## config.mk

```make
export PLATFORM = sky130hd
export DESIGN_NAME = fn_main_divider
export DESIGN_NICKNAME = d
export VERILOG_FILES = /design/src/rtl/fn_pkg.sv /design/src/rtl/fn_frac_acc.sv /design/src/rtl/fn_phase_seq.sv /design/src/rtl/fn_main_divider.sv
export SDC_FILE = /design/constraint.sdc
export NUM_CORES = 1
export LEC_CHECK = 0
export ABC_CLOCK_PERIOD_IN_PS = 6000
export BUFFER_PORTS_ARGS = -buffer_cell sky130_fd_sc_hd__buf_2
export CELL_PAD_IN_SITES_DETAIL_PLACEMENT = 0
export CELL_PAD_IN_SITES_GLOBAL_PLACEMENT = 2
export CORE_MARGIN = 8
export CORE_UTILIZATION = 36
export CTS_CLUSTER_DIAMETER = 120
export DETAILED_ROUTE_END_ITERATION = 16
export PLACE_DENSITY = 0.87
export SYNTH_ARGS = -nofsm -noshare
export SYNTH_HDL_FRONTEND = slang
export SYNTH_SLANG_ARGS = --single-unit
export TNS_END_PERCENT = 10
```

## constraint.sdc

```tcl
create_clock -name clk -period 6 [get_ports clk]
set_input_delay 1.2 -clock clk [delete_from_list [all_inputs] [get_ports clk]]
set_output_delay 1.2 -clock clk [all_outputs]
set_load 0.02 [all_outputs]
```

## src/rtl/fn_pkg.sv

```systemverilog
package fn_pkg;
    localparam int FN_L1_W  = 12;
    localparam int FN_L2_W  = 8;
    localparam int FN_LX_W  = 4;
    localparam int FN_ST_W  = 3;
    localparam int FN_CNT_W = FN_L1_W + 1;
    localparam int FN_Q_LONG  = 8;
    localparam int FN_Q_SHORT = 5;

    typedef enum logic [2:0] {
        PH_IDLE,
        PH_R1,
        PH_R2,
        PH_R3,
        PH_R4
    } fn_phase_e;

    typedef struct packed {
        logic [FN_L1_W-1:0] len1;
        logic [FN_L2_W-1:0] len2;
        logic [FN_LX_W-1:0] len3;
        logic [FN_LX_W-1:0] len4;
        logic [1:0]         mode;
        logic [FN_ST_W-1:0] step;
        logic               mod8;
    } fn_cfg_t;
endpackage

```

## src/rtl/fn_frac_acc.sv

```systemverilog
module fn_frac_acc
    import fn_pkg::*;
(
    input  logic               clk,
    input  logic               rst_n,
    input  logic               en,
    input  logic               step,
    input  logic [FN_ST_W-1:0] inc,
    input  logic               mod8,
    output logic [FN_ST_W-1:0] acc,
    output logic               carry
);
    localparam int SW = FN_ST_W + 1;

    logic [SW-1:0] q;
    logic [SW-1:0] inc_r;
    logic [SW-1:0] acc_r;
    logic [SW-1:0] sum;
    logic [SW-1:0] nxt;

    always_comb begin
        q     = mod8 ? SW'(FN_Q_LONG) : SW'(FN_Q_SHORT);
        inc_r = ({1'b0, inc} >= q) ? ({1'b0, inc} - q) : {1'b0, inc};
        acc_r = ({1'b0, acc} >= q) ? ({1'b0, acc} - q) : {1'b0, acc};
        sum   = acc_r + inc_r;
        carry = (sum >= q);
        nxt   = carry ? (sum - q) : sum;
    end

    always_ff @(posedge clk) begin
        if (!rst_n || !en) begin
            acc <= '0;
        end else if (step) begin
            acc <= nxt[FN_ST_W-1:0];
        end
    end

    AST_ACC_CLEAR: assert property (@(posedge clk) disable iff (!rst_n)
        !en |=> (acc == '0));
    AST_ACC_RANGE: assert property (@(posedge clk) disable iff (!rst_n)
        (en && step) |=> ({1'b0, acc} < $past(q)));
endmodule

```

## src/rtl/fn_phase_seq.sv

```systemverilog
module fn_phase_seq
    import fn_pkg::*;
(
    input  logic               clk,
    input  logic               rst_n,
    input  logic               en,
    input  logic [FN_L2_W-1:0] len2_w,
    input  logic [FN_LX_W-1:0] len3_w,
    input  logic [FN_LX_W-1:0] len4_w,
    input  logic [1:0]         mode_w,
    input  logic [FN_L1_W-1:0] len1_nx,
    input  logic               carry_in,
    output logic [1:0]         mod_ctl,
    output logic               cyc_end,
    output logic               window,
    output logic               reload
);
    localparam logic signed [FN_CNT_W-1:0] ONE = FN_CNT_W'(1);

    fn_phase_e                    st, st_d, nx, aft2, aft3;
    logic signed [FN_CNT_W-1:0]   cnt, cnt_d, end_val, r1_start;
    logic                         ovf_r, ovf_d;
    logic [FN_L2_W-1:0]           len2_eff;
    logic                         has_r2, has_r3, has_r4, at_end;

    // phase bookkeeping
    always_comb begin
        len2_eff = (mode_w == 2'b01) ? len2_w
                 : {{(FN_L2_W-FN_LX_W){1'b0}}, len2_w[FN_LX_W-1:0]};
        has_r2   = ovf_r || (len2_eff != '0);
        has_r3   = mode_w[1];
        has_r4   = (mode_w[1] == mode_w[0]);
        aft3     = has_r4 ? PH_R4 : PH_IDLE;
        aft2     = has_r3 ? PH_R3 : aft3;
        r1_start = -$signed(FN_CNT_W'(len1_nx)) - ONE;
        unique case (st)
            PH_R1:   begin nx = has_r2 ? PH_R2 : aft2; end_val = ovf_r ? -ONE : '0; end
            PH_R2:   begin nx = aft2;    end_val = $signed(FN_CNT_W'(len2_eff)); end
            PH_R3:   begin nx = aft3;    end_val = $signed(FN_CNT_W'(len3_w));   end
            PH_R4:   begin nx = PH_IDLE; end_val = $signed(FN_CNT_W'(len4_w));   end
            default: begin nx = PH_IDLE; end_val = '0; end
        endcase
        at_end  = (st != PH_IDLE) && (cnt == end_val);
        cyc_end = at_end && (nx == PH_IDLE);
        reload  = en && ((st == PH_IDLE) || cyc_end);
    end

    // next state
    always_comb begin
        st_d  = st;
        cnt_d = cnt + ONE;
        ovf_d = ovf_r;
        if (!en) begin
            st_d = PH_IDLE; cnt_d = '0; ovf_d = 1'b0;           // STOP
        end else if (st == PH_IDLE) begin
            st_d = PH_R1; cnt_d = r1_start; ovf_d = 1'b0;       // START
        end else if (cyc_end) begin
            st_d = PH_R1; cnt_d = r1_start; ovf_d = carry_in;   // WRAP
        end else if (at_end) begin
            st_d  = nx;                                         // ADVANCE
            cnt_d = (nx == PH_R2 && !ovf_r) ? ONE : '0;
        end
    end

    // state register
    always_ff @(posedge clk) begin
        if (!rst_n) begin
            st    <= PH_IDLE;
            cnt   <= '0;
            ovf_r <= 1'b0;
        end else begin
            st    <= st_d;
            cnt   <= cnt_d;
            ovf_r <= ovf_d;
        end
    end

    // outputs
    always_comb begin
        unique case (st)
            PH_R2:   mod_ctl = 2'b00;
            PH_R3:   mod_ctl = 2'b01;
            PH_R4:   mod_ctl = 2'b11;
            default: mod_ctl = 2'b10;
        endcase
        window = (st != PH_IDLE) && (nx == PH_IDLE) && !at_end;
    end

    AST_PULSE_SINGLE: assert property (@(posedge clk) disable iff (!rst_n)
        cyc_end |=> !cyc_end);
    AST_WINDOW_EXCL: assert property (@(posedge clk) disable iff (!rst_n)
        !(cyc_end && window));
    AST_R1_NONPOS: assert property (@(posedge clk) disable iff (!rst_n)
        (st == PH_R1) |-> (cnt <= 0));
    AST_R1_SHORT: assert property (@(posedge clk) disable iff (!rst_n)
        (st == PH_R1 && ovf_r) |-> (cnt < 0));
    AST_R3_MODE: assert property (@(posedge clk) disable iff (!rst_n)
        (st == PH_R3) |-> mode_w[1]);
endmodule

```

## src/rtl/fn_main_divider.sv

```systemverilog
module fn_main_divider
    import fn_pkg::*;
(
    input  logic               clk,
    input  logic               rst_n,
    input  logic               div_en,
    input  logic [FN_L1_W-1:0] r1_len,
    input  logic [FN_L2_W-1:0] r2_len,
    input  logic [FN_LX_W-1:0] r3_len,
    input  logic [FN_LX_W-1:0] r4_len,
    input  logic [1:0]         ratio_mode,
    input  logic [FN_ST_W-1:0] frac_step,
    input  logic               mod8_sel,
    output logic [1:0]         mod_ctl,
    output logic               div_out,
    output logic [FN_ST_W-1:0] frac_acc,
    output logic               load_window
);
    fn_cfg_t cfg_in, cfg_w;
    logic    reload, carry, cyc_end;

    assign cfg_in = '{len1: r1_len, len2: r2_len, len3: r3_len, len4: r4_len,
                      mode: ratio_mode, step: frac_step, mod8: mod8_sel};

    always_ff @(posedge clk) begin
        if (!rst_n)      cfg_w <= '0;
        else if (reload) cfg_w <= cfg_in;
    end

    fn_phase_seq u_seq (
        .clk      (clk),
        .rst_n    (rst_n),
        .en       (div_en),
        .len2_w   (cfg_w.len2),
        .len3_w   (cfg_w.len3),
        .len4_w   (cfg_w.len4),
        .mode_w   (cfg_w.mode),
        .len1_nx  (r1_len),
        .carry_in (carry),
        .mod_ctl  (mod_ctl),
        .cyc_end  (cyc_end),
        .window   (load_window),
        .reload   (reload)
    );

    fn_frac_acc u_acc (
        .clk   (clk),
        .rst_n (rst_n),
        .en    (div_en),
        .step  (cyc_end),
        .inc   (cfg_w.step),
        .mod8  (cfg_w.mod8),
        .acc   (frac_acc),
        .carry (carry)
    );

    assign div_out = cyc_end;

    AST_CFG_HOLD: assert property (@(posedge clk) disable iff (!rst_n)
        !$stable(cfg_w) |-> $past(reload));
endmodule

```

==> results.md <==
- Antenna diode count: 0
- Comb power frac: 0.247
- Clk root buf: clkbuf_8
- Arrival time at the worst endpoint: 3.91 ns
- Gr usage total: 0.1321
- Ys async rst share: 0
- Crit path launch type: flip-flop
- Setup crit end kind: primary output
- Row count: 33
- Reg2Reg Depth: 17
- Fin crit period: 5.112 ns
- #FFs+latches synth: 42
- Sink Count: 42
- Outcome: finished, final reports clean
- P_int: 555.3 uW
- Max FO, Critical Path: 24
- Synth area leader: dfxtp_1
- DIE AREA: 0.01136 sq mm
- Switching Share: 0.3009
- Core Box Area: 0.008093 sq mm
- Fin crit share: 0.8519
- Post-CTS Setup Bufs: 0
- Maximum clock rate: 195.6 MHz
- H-tree Lvls: 2
- Mapped Area: 0.002955 sq mm
- RSZ-0062 raised after global routing: no
- Worst slew pin tran: 1.169 ns
- First-pass GRT wire length: 12540 um
- Post-synth EDFFs: 0
- Initial antenna violation count: 0
- CTS tree: done
- Initial Util: 0.3652
- Post-cts sizing count: 0
- Setup TNS: 0 ns
- Final Non-Filler Cells: 502
- Top-count cell post-synth: nand2_1
- Routed length on met1: 3853 um
- Net Switching: 239.0 uW
- Routed Antenna Nets: 0
- Main synth FF type: dfxtp_1
- DR iter-0 viols: 103
- VDD IR max: 0.00009441 V
- Hold WS: 0.4683 ns
- Crit path from: u_seq.st[0]
- Pre-antenna DRT Iters: 4
- Worst Path Required: 4.80 ns
- Worst r2r dst: u_acc.acc[2]
- Pin count of the biggest net entering global routing: 47
- Layout area overhead: 14.14%
- Max incr delay on CP: 1.00 ns
- WP buf/inv: 1
- Die height: 106.6 um
- Commonest cells in the netlist: nand2_1, dfxtp_1, mux2i_1
- TritonCTS Buffers: 5
- Die Span X: 106.6 um
- Port Buf Inserts: 43
- Critical Path Slowest Stage Cell: nor4bb_1
- Path length in cells of the critical path: 8
- Seq/Total Area, Yosys: 0.2845
- Final HPWL DP: 5432 um
- Crit path kind: reg -> out
- Yosys warns: 0
- HP Class: reg -> reg
- Reg2reg start: cfg_w[0]
- Final count of pins violating max slew: 0
- Clock network power share: 0.348
- Crit-path leading delay family: simple AND/OR/NAND/NOR gates
- Ratio of cells with drive above 1 in the final layout: 0.1486
- Skew final: 0.01048 ns
- R2r setup slk: 1.78 ns
- Number of global-route vias before repair: 2677
- Cell-by-cell trace of the critical path: nor4bb_1, a211oi_1, xnor2_1, a221o_1, or4_1, nand2_1, nor2_1, buf_2
- Synth unique cells: 56
- Via density: 5.201
- Vias: 2611
- Met3 Routed Length: 369 um
- Leakage: 1.460 nW
- Fill cells: 871
- Relative slew margins: 0.2099
- Mapped Nets: 424
- Yosys top cell area share: 0.2845
- Ports: 44
- Clk_lat worst skew: 0.31 ns
- Final Hold Vio Count: 0
- Final net count: 452
- Mapped Avg Cell Area: 8.031 sq um
- Routed wire length: 7278 um
- Crit path capture: load_window
- Top routing layer in use: met4
- Max cap viols: 0
- Drt wl/cell: 14.50 um
- Reg power frac: 0.405
- Maximum clock path buffer count: 2
- Met2 WL post-DR: 3011 um
- Gate count after technology mapping: 368
- Final GP Congestion: 0.8103
- Synth area leaders: dfxtp_1, mux2i_1, nand2_1
- Power Dens Cells: 235.5 mW/mm^2
- # hold bufs at CTS: 0
- DRC viols: 0
- Setup violations, final: 0
- Clock Pin Slew Worst Setup and Hold Paths: 0.09 ns
- Placed Instances: 494
- Congestion Overflow GR: 0
==> through the flow <==
step	total power [mW]	setup slack, ns	util	area, sq um
6_report	0.7943	0.8884	0.4168	3373
5_1_grt	0.8439	0.5301	0.4168	3373
3_5_place_dp	0.5248	1.225	0.3998	3236
2_1_floorplan	0.4714	1.981	-	2955
4_1_cts	0.8007	0.8661	0.4168	3373
3_3_place_gp	0.5217	1.395	0.3998	3236
==> how the worst min path moves through the flow <==
stage / start / end / slack [ns] / depth (start not counted)
2_1_floorplan: cfg_w[9] / cfg_w[9] / 0.43 / 2
3_3_place_gp: cfg_w[13] / cfg_w[13] / 0.45 / 2
3_5_place_dp: cfg_w[13] / cfg_w[13] / 0.45 / 2
4_1_cts: cfg_w[12] / cfg_w[12] / 0.47 / 2
5_1_grt: cfg_w[12] / cfg_w[12] / 0.51 / 2
6_report: cfg_w[11] / cfg_w[11] / 0.47 / 2
==> worst min-delay path, cell delays in order (launching register included) <==
cell and delay [ns]:
dfxtp_1 0.32, nand2_1 0.05, mux2i_1 0.06
==> cell families after synthesis <==
kind of cell	Yosys count	share of synthesized area
flops	42	0.2845
xor+xnor	18	0.05335
compound gates	77	0.1931
buf+inv	41	0.05419
simple gates	141	0.2295
fa+ha+maj	19	0.08298
mux	30	0.1025
==> registers in the layout (all words and copies together) (netlist names) <==
register	count
u_seq.cnt	13
cfg_w	22
u_seq.st	3
u_seq.ovf_r	1
u_acc.acc	3
==> metal layers <==
metal / GRT usage / vias to the layer above
li1: - / 1376
met1: 0.1785 / 1185
met2: 0.2020 / 45
met3: 0.03959 / 5
met4: 0.02814 / 0
met5: 0 / -
==> cell type report <==
| type | count | area (sq um) | share of cell area |
|---|---|---|---|
| Clock inverter | 3 | 68.82 | 0.02040 |
| Tap cell | 105 | 131.4 | 0.03895 |
| Multi-Input combinational cell | 285 | 1969 | 0.5838 |
| Sequential cell | 42 | 840.8 | 0.2493 |
| Timing Repair Buffer | 45 | 230.2 | 0.06825 |
| Inverter | 17 | 63.81 | 0.01892 |
| Clock buffer | 5 | 68.82 | 0.02040 |
==> layout by cell type (no fill, tap or decap), drive strengths merged, types with 6 or more instances in the layout <==
cell type and instances:
nand2 71, buf 45, dfxtp 42, mux2i 28, nor2 19, ha 18, inv 17, a21oi 15
o32ai 10, nand3 9, xnor2 9, xor2 9, and3 6
==> power groups by stage <==
stage | Combinational, mW | Sequential (mW) | Clock, mW
after floorplan | 0.153 | 0.318 | 0
after global placement | 0.193 | 0.328 | 0
after detailed placement | 0.196 | 0.329 | 0
after CTS | 0.197 | 0.322 | 0.281
after global routing | 0.221 | 0.326 | 0.297
final | 0.196 | 0.322 | 0.276
Note: power is estimated with default switching activity, not from simulation.
